### src/rtl/tsc_pkg.sv
package tsc_pkg;
   localparam int TSC_ST_W = 3;
   localparam int TSC_OP_W = 2;

   typedef enum logic [TSC_ST_W-1:0] {
      LN_INV  = 3'd0,
      LN_SHR  = 3'd1,
      LN_EXC  = 3'd2,
      LN_MOD  = 3'd3,
      LN_TINV = 3'd4,
      LN_VSHR = 3'd5
   } line_st_e;

   typedef enum logic [TSC_OP_W-1:0] {
      BOP_RD  = 2'd0,
      BOP_RDX = 2'd1,
      BOP_UPG = 2'd2,
      BOP_VAL = 2'd3
   } bus_op_e;
endpackage

### src/rtl/tsc_validate_gate.sv
module tsc_validate_gate #(
   parameter bit SUPPRESS_EN = 1'b1
) (
   input  logic sharer_seen,
   output logic do_validate
);
   generate
      if (SUPPRESS_EN) begin : g_gate
         assign do_validate = sharer_seen;
      end else begin : g_always
         logic unused_sh;
         assign unused_sh   = sharer_seen;
         assign do_validate = 1'b1;
      end
   endgenerate
endmodule

### src/rtl/tsc_snoop_side.sv
module tsc_snoop_side
   import tsc_pkg::*;
(
   input  line_st_e st,
   input  logic     snp_valid,
   input  bus_op_e  op,
   output line_st_e nxt,
   output logic     shared,
   output logic     supply,
   output logic     capture
);
   always_comb begin
      nxt     = st;
      shared  = 1'b0;
      supply  = 1'b0;
      capture = 1'b0;
      if (snp_valid) begin
         case (op)
            BOP_RD: begin
               case (st)
                  LN_MOD, LN_EXC: begin
                     nxt    = LN_SHR;
                     shared = 1'b1;
                     supply = 1'b1;
                  end
                  LN_SHR, LN_VSHR: shared = 1'b1;
                  default: ;
               endcase
            end
            BOP_RDX, BOP_UPG: begin
               case (st)
                  LN_MOD, LN_EXC: begin
                     nxt    = LN_INV;
                     supply = (op == BOP_RDX);
                  end
                  LN_SHR: begin
                     nxt     = LN_TINV;
                     shared  = 1'b1;
                     capture = 1'b1;
                  end
                  LN_VSHR: begin
                     nxt     = LN_TINV;
                     capture = 1'b1;
                  end
                  default: ;
               endcase
            end
            BOP_VAL: begin
               if (st == LN_TINV) nxt = LN_VSHR;
            end
            default: ;
         endcase
      end
   end
endmodule

### src/rtl/tsc_local_side.sv
module tsc_local_side
   import tsc_pkg::*;
(
   input  line_st_e st,
   input  logic     allow,
   input  logic     rd,
   input  logic     wr,
   input  logic     ts,
   input  logic     rsp_shared,
   input  logic     do_validate,
   output line_st_e nxt,
   output logic     req_valid,
   output bus_op_e  req_op,
   output logic     ack,
   output logic     sh_load,
   output logic     sh_val
);
   assign ack = allow & (rd | wr | ts);

   always_comb begin
      nxt       = st;
      req_valid = 1'b0;
      req_op    = BOP_RD;
      sh_load   = 1'b0;
      sh_val    = 1'b0;
      if (allow) begin
         if (wr) begin
            case (st)
               LN_INV, LN_TINV: begin
                  req_valid = 1'b1;
                  req_op    = BOP_RDX;
                  nxt       = LN_MOD;
                  sh_load   = 1'b1;
                  sh_val    = rsp_shared;
               end
               LN_SHR, LN_VSHR: begin
                  req_valid = 1'b1;
                  req_op    = BOP_UPG;
                  nxt       = LN_MOD;
                  sh_load   = 1'b1;
                  sh_val    = rsp_shared;
               end
               LN_EXC: nxt = LN_MOD;
               default: ;
            endcase
         end else if (rd) begin
            case (st)
               LN_INV, LN_TINV: begin
                  req_valid = 1'b1;
                  req_op    = BOP_RD;
                  nxt       = rsp_shared ? LN_SHR : LN_EXC;
                  sh_load   = 1'b1;
               end
               LN_VSHR: nxt = LN_SHR;
               default: ;
            endcase
         end else if (ts) begin
            if (st == LN_MOD || st == LN_EXC) begin
               if (do_validate) begin
                  req_valid = 1'b1;
                  req_op    = BOP_VAL;
                  nxt       = LN_SHR;
               end else begin
                  nxt = LN_EXC;
               end
            end
         end
      end
   end
endmodule

### src/rtl/tsc_line_ctrl.sv
module tsc_line_ctrl
   import tsc_pkg::*;
#(
   parameter int ST_W        = 3,
   parameter int OP_W        = 2,
   parameter bit SUPPRESS_EN = 1'b1
) (
   input  logic            clk,
   input  logic            rst_n,
   input  logic            cpu_rd,
   input  logic            cpu_wr,
   input  logic            ts_hit,
   input  logic            rsp_shared,
   input  logic            snp_valid,
   input  logic [OP_W-1:0] snp_op,
   output logic            bus_req_valid,
   output logic [OP_W-1:0] bus_req_op,
   output logic            snp_shared,
   output logic            snp_supply,
   output logic            cand_capture,
   output logic            cpu_ack,
   output logic            sharer_seen,
   output logic [ST_W-1:0] line_state
);
   generate
      if (ST_W != TSC_ST_W) begin : g_bad_st_w
         $error("tsc_line_ctrl: ST_W must equal the package state width");
      end
      if (OP_W != TSC_OP_W) begin : g_bad_op_w
         $error("tsc_line_ctrl: OP_W must equal the package op width");
      end
   endgenerate

   line_st_e state_q, nxt_snp, nxt_loc;
   logic     sharer_q;
   logic     do_validate, sh_load, sh_val;
   bus_op_e  req_op;

   tsc_validate_gate #(.SUPPRESS_EN(SUPPRESS_EN)) u_gate (
      .sharer_seen (sharer_q),
      .do_validate (do_validate)
   );

   tsc_snoop_side u_snp (
      .st        (state_q),
      .snp_valid (snp_valid),
      .op        (bus_op_e'(snp_op)),
      .nxt       (nxt_snp),
      .shared    (snp_shared),
      .supply    (snp_supply),
      .capture   (cand_capture)
   );

   tsc_local_side u_loc (
      .st          (state_q),
      .allow       (~snp_valid),
      .rd          (cpu_rd),
      .wr          (cpu_wr),
      .ts          (ts_hit),
      .rsp_shared  (rsp_shared),
      .do_validate (do_validate),
      .nxt         (nxt_loc),
      .req_valid   (bus_req_valid),
      .req_op      (req_op),
      .ack         (cpu_ack),
      .sh_load     (sh_load),
      .sh_val      (sh_val)
   );

   always_ff @(posedge clk) begin
      if (!rst_n) begin
         state_q  <= LN_INV;
         sharer_q <= 1'b0;
      end else begin
         state_q <= snp_valid ? nxt_snp : nxt_loc;
         if (sh_load) sharer_q <= sh_val;
      end
   end

   assign bus_req_op  = req_op;
   assign sharer_seen = sharer_q;
   assign line_state  = state_q;
endmodule

### config.mk
export PLATFORM = sky130hd
export DESIGN_NAME = tsc_line_ctrl
export DESIGN_NICKNAME = d
export VERILOG_FILES = /design/src/rtl/tsc_pkg.sv /design/src/rtl/tsc_validate_gate.sv /design/src/rtl/tsc_snoop_side.sv /design/src/rtl/tsc_local_side.sv /design/src/rtl/tsc_line_ctrl.sv
export SDC_FILE = /design/constraint.sdc
export NUM_CORES = 1
export LEC_CHECK = 0
export CORE_AREA = 2 2 41 43
export DETAILED_ROUTE_END_ITERATION = 16
export DIE_AREA = 0 0 43 45
export HOLD_SLACK_MARGIN = 0.02
export PLACE_DENSITY_LB_ADDON = 0.15
export SETUP_SLACK_MARGIN = 0.02
export SYNTH_ARGS = -nofsm -noshare
export SYNTH_HDL_FRONTEND = slang
export SYNTH_SLANG_ARGS = --single-unit
### constraint.sdc
create_clock -name clk -period 1.7 [get_ports clk]
set_input_delay 0.425 -clock clk [delete_from_list [all_inputs] [get_ports clk]]
set_output_delay 0.425 -clock clk [all_outputs]
set_load 0.1 [all_outputs]
# After elaboration in Yosys (flattened, before gate mapping)
# Index checks and enable logic that the tools add are counted.
# classes
n_addsub,0
multipliers,0
div,0
magnitude_cmp,0
eq_ne,13
shifts,0
mux,45
n_bitwise,4
reduce_logical,13
# ops
op,n
$mux W3,8
$mux W1,23
$mux W2,8
$pmux W3 S2,2
$ne A3 B2 Y1 const B,3
$pmux W3 S3,1
$reduce_bool A4 Y1,2
$reduce_or A2 Y1,4
$reduce_or A4 Y1,2
$reduce_and A7 Y1,1
$eq A3 B2 Y1 const B,2
$eq A3 B3 Y1 const B,2
$ne A5 B1 Y1 const B,1
$reduce_or A5 Y1,1
$eq A2 B2 Y1 const B,2
$ne A4 B4 Y1 const B,1
$pmux W1 S2,2
$pmux W2 S2,1
$eq A3 B1 Y1 const B,1
$logic_not A3 Y1,1
$eq A2 B1 Y1 const B,1
$logic_not A2 Y1,1
$or A1 B1 Y1,2
$and A1 B1 Y1,1
2 further kinds,2
# word_totals
regBits,4
latchBits,0
mem_bits_rw,0
mem_bits_ro,0
elab_cells,77
memories,0

# Longest topological paths before layout
# depth
word_depth,7
depth_mapped,6
mapped_depth_nobuf,6

# Modules after synthesis
# A second synthesis with hierarchy kept.
# unflattened
hier_cells,72
hier_area_um2,554.3
# by_module_without_submodules
mod,instances,cells_each,area_per_inst_um2,seq_area_each_um2
tsc_local_side,1,30,202.7,0.0
tsc_snoop_side,1,28,195.2,0.0
tsc_line_ctrl,1,13,148.9,80.1
tsc_validate_gate,1,1,7.5,0.0

# Least setup slack after synthesis
# OpenSTA, ideal clock, no wires.
# synth_path
path_type,reg-to-output
startpoint,"register state_q[1], in the netlist line_state[1]"
endpoint,output port snp_supply
arrival_time_ns,3.376
required_time_ns,1.275
slack_ns,-2.101
path_stages_with_launch,3
path_buffers,0
cell_sequence,dfxtp_1 -> or2b_1 -> nor3_1
# synth_via
elab_chain_cells,5
word_cells_on_any_way,7
# synth_lines
element,line_no,source
from (decl),tsc_line_ctrl.sv:34,"line_st_e state_q, nxt_snp, nxt_loc;"
from (signal assigned),tsc_line_ctrl.sv:75,state_q <= snp_valid ? nxt_snp : nxt_loc;
$eq A3 B2 Y1,"tsc_snoop_side.sv:20, tsc_snoop_side.sv:31",
$reduce_or A2 Y1 (*),"tsc_snoop_side.sv:20, tsc_snoop_side.sv:31",
$mux W1 (on tied branches),"tsc_snoop_side.sv:31, tsc_snoop_side.sv:20",
$pmux W1 S2 (*),tsc_snoop_side.sv:18,case (op)
$mux W1 (*),tsc_snoop_side.sv:17,if (snp_valid) begin
to (decl),tsc_line_ctrl.sv:19,"output logic snp_supply,"
# Mark *: on every way between the ends. The rest lies on a longest branch, timed or not.

# Worst setup path in the final report
# layout_path
startpoint,"register state_q[1], in the netlist line_state[1]"
endpoint,output port bus_req_op[0]
# layout_via
elab_chain_cells,7
word_cells_on_any_way,15
# layout_lines
element,line_no,source
$eq A3 B2 Y1,tsc_local_side.sv:58,if (st == LN_MOD || st == LN_EXC) begin
$logic_or A1 B1 Y1,tsc_local_side.sv:58,
$mux W2,tsc_local_side.sv:58,
$mux W2,tsc_local_side.sv:57,end else if (ts) begin
$mux W2,tsc_local_side.sv:46,end else if (rd) begin
$mux W2 (*),tsc_local_side.sv:27,if (wr) begin
$mux W2 (*),tsc_local_side.sv:26,if (allow) begin
to (decl),tsc_line_ctrl.sv:17,"output logic [OP_W-1:0] bus_req_op,"
# Marks and branches as above.

==> impl_metrics.ini <==
[sta]
slew_viol_final = 0
period_needed_ns = 2.10
finalSetupViolCount = 7
slew_headroom = 0.849
finalCritPeriodShare = 1.23
setup_ws_ns = -0.395
skew_ns = 0.00120
tns_ns = -1.62
fmax_mhz = 477
worstMarginPinSlew_ns = 0.223
rsz0062_at_grt = yes
hold_viol_final = 0

[run_status]
violations = negative setup slack
status = finished with violations

[cts]
cts.sinks = 4
cts-hold-fix-buffers = 0
clkTransAtPathRegs_ns = 0.04
cts_max_level = 1
clk_path_buf_depth = 2
clk_latency_ns = 0.24
cts_tree = done
cts-root-buf = clkbuf_4
cts_buffers = 3

[pwr]
p_clk_frac = 0.181
worst_ir_drop_vdd_mv = 0.455
internal_power_uw = 401
p_leak_uw = 0.000515
p_sw_uw = 332
combinationalPowerShare = 0.661
pwr-share-seq = 0.158
p_per_area_mw_per_mm2 = 603
totalPowerFinal_uw = 733
switching_share = 0.452

[cells_and_area]
drive_above_1_share = 0.631
final_util = 0.826
n_fill_cell = 94
final_common_cell = buf_4
multiInputGateArea_um2 = 510
final_cell_mix = 19 x buf_4, 14 x buf_12, 8 x a21oi_1
final_cell_area_mm2 = 0.00121
final_cell_count_no_fill = 127
n_antenna_cell = 0
synthToLayoutAreaGrowth_pct = 143
seqCellArea_um2 = 92.6
fin_nets = 126

[synth]
synth_area_um2 = 499
synthDistinctLibCells = 29
yosys_warnings = 0
synth_edf_count = 0
postSynthAreaPerCell_um2 = 7.45
synth_async_sr_flop_share = 0
syn_nets = 81
synth_ff_type = dfxtp_1
synth_sequential_area_ratio = 0.160
synth_cells = 67
ys_ff_latch = 4

[floorplan]
rows = 14
start_util = 0.339
die-area_mm2 = 0.00194
core-area_mm2 = 0.00147
die_w_um = 43
die_y_um = 45
ios = 20

[critical_path]
crit_path_top_delay_cell = or4_4
rr_startpoint = line_state[1]
endpoint_kind = primary output
r2r_cells = 5
crit_start = line_state[1]
cp.required_ns = 1.27
arrival_ns = 1.67
crit_type = reg -> out
cp_cell_sequence = or2b_1, or4_4, a21oi_4, buf_12
max_stage_delay_ns = 0.49
critPathLaunchType = flip-flop
reg2reg_slack_ns = 0.09
path_max_fanout = 3
rr_endpoint = line_state[2]

[min_path]
hold_path.class = reg -> reg
min_from = line_state[0]
hold_depth = 2
min_to = line_state[0]

[placement]
portBuffers = 19
finalWeightedCongestion = 0.784
dp.cells = 118
hpwl_um = 1200
placed_area_mm2 = 0.00107

[global_route]
grtUsageTotal = 0.198
grt_overflow_total = 0
grt_pass1_wl_um = 2760
grt_pass1_vias = 641
grt_max_degree = 13
antenna_found_initial = 0

[run]
maxCapViolCount = 0

[detailed_routing]
firstDrtPassIters = 5
route.detailed.drc = 0
wire_per_inst_um = 13.4
vias = 660
wl_um = 1700
ant_nets = 0
drtIter0Drc = 7
drt-vias-per-instance = 5.20
-- cells by family (layout without fill, tap and decap cells) --
kind of cell / after synthesis / in the layout / share of synthesized area
and+or+nand+nor: 24 / 24 / 0.283
AOI/OAI and AO/OA: 22 / 22 / 0.273
buffers and inverters: 9 / 53 / 0.0977
adders and majority gates: 5 / 5 / 0.125
DFF: 4 / 4 / 0.160
muxes: 3 / 3 / 0.0602
-- worst max-delay path by stage --
| stage | endpoint | slack [ns] |
|---|---|---|
| after floorplan | bus_req_op[0] | -0.66 |
| after global placement | snp_shared | -0.63 |
| after detailed placement | snp_shared | -0.67 |
| after CTS | bus_req_op[0] | -0.48 |
| after global routing | bus_req_op[0] | -0.43 |
| final | bus_req_op[0] | -0.40 |
-- registers in the layout, summed over array words and instances (netlist names) --
signal,count
line_state,3
sharer_seen,1
-- critical path: cells and delay by family (launching register included) --
family | cells | cell delay, ns
AOI/OAI and AO/OA | 1 | 0.18
DFF | 1 | 0.33
and+or+nand+nor | 2 | 0.74
buffers and inverters | 1 | 0.19
-- through the flow --
stage | hold WS, ns | setup WS [ns]
floorplan | 0.560 | -0.659
global placement | 0.519 | -0.626
detailed placement | 0.530 | -0.673
CTS | 0.538 | -0.480
global route | 0.563 | -0.434
finish | 0.532 | -0.395
-- power groups by stage --
| stage | registers (uW) | logic (uW) | clock network (uW) |
|---|---|---|---|
| floorplan | 177 | 216 | 0 |
| detailed placement | 117 | 448 | 0 |
| global placement | 117 | 445 | 0 |
| global route | 118 | 508 | 148 |
| finish | 116 | 485 | 133 |
| CTS | 116 | 469 | 142 |
-- cell usage after synthesis, types with 2 or more instances --
library cell | n | area, um2
or4b_1 | 2 | 20.0
nor3_1 | 2 | 10.0
ha_1 | 5 | 62.6
dfxtp_1 | 4 | 80.1
nor2_1 | 3 | 11.3
o21ai_0 | 3 | 15.0
mux2i_1 | 3 | 30.0
inv_1 | 5 | 18.8
a21oi_1 | 13 | 65.1
buf_4 | 2 | 15.0
nand2_1 | 7 | 26.3
-- repair_timing --
item,4_1_cts,5_1_grt
pin swaps,6,7
gates resized for setup,30,11
endpoints found under the setup margin,10,10
setup buffers,2,4
-- layer usage --
metal | up-vias | share of wire | GRT usage
li1 | 329 | - | -
met1 | 297 | 0.42 | 0.235
met2 | 28 | 0.51 | 0.324
met3 | 6 | 0.043 | 0.0280
met4 | 0 | 0.031 | 0.158
met5 | - | 0 | 0
-- layout make-up --
class                      count  share of cell area
inverter                       6              0.0350
multi-input combinational     54               0.420
sequential                     4              0.0762
timing repair buffer          43               0.430
clock buffer                   4              0.0216
tap                           16              0.0165
No activity file was read; power rests on OpenSTA's default activity.
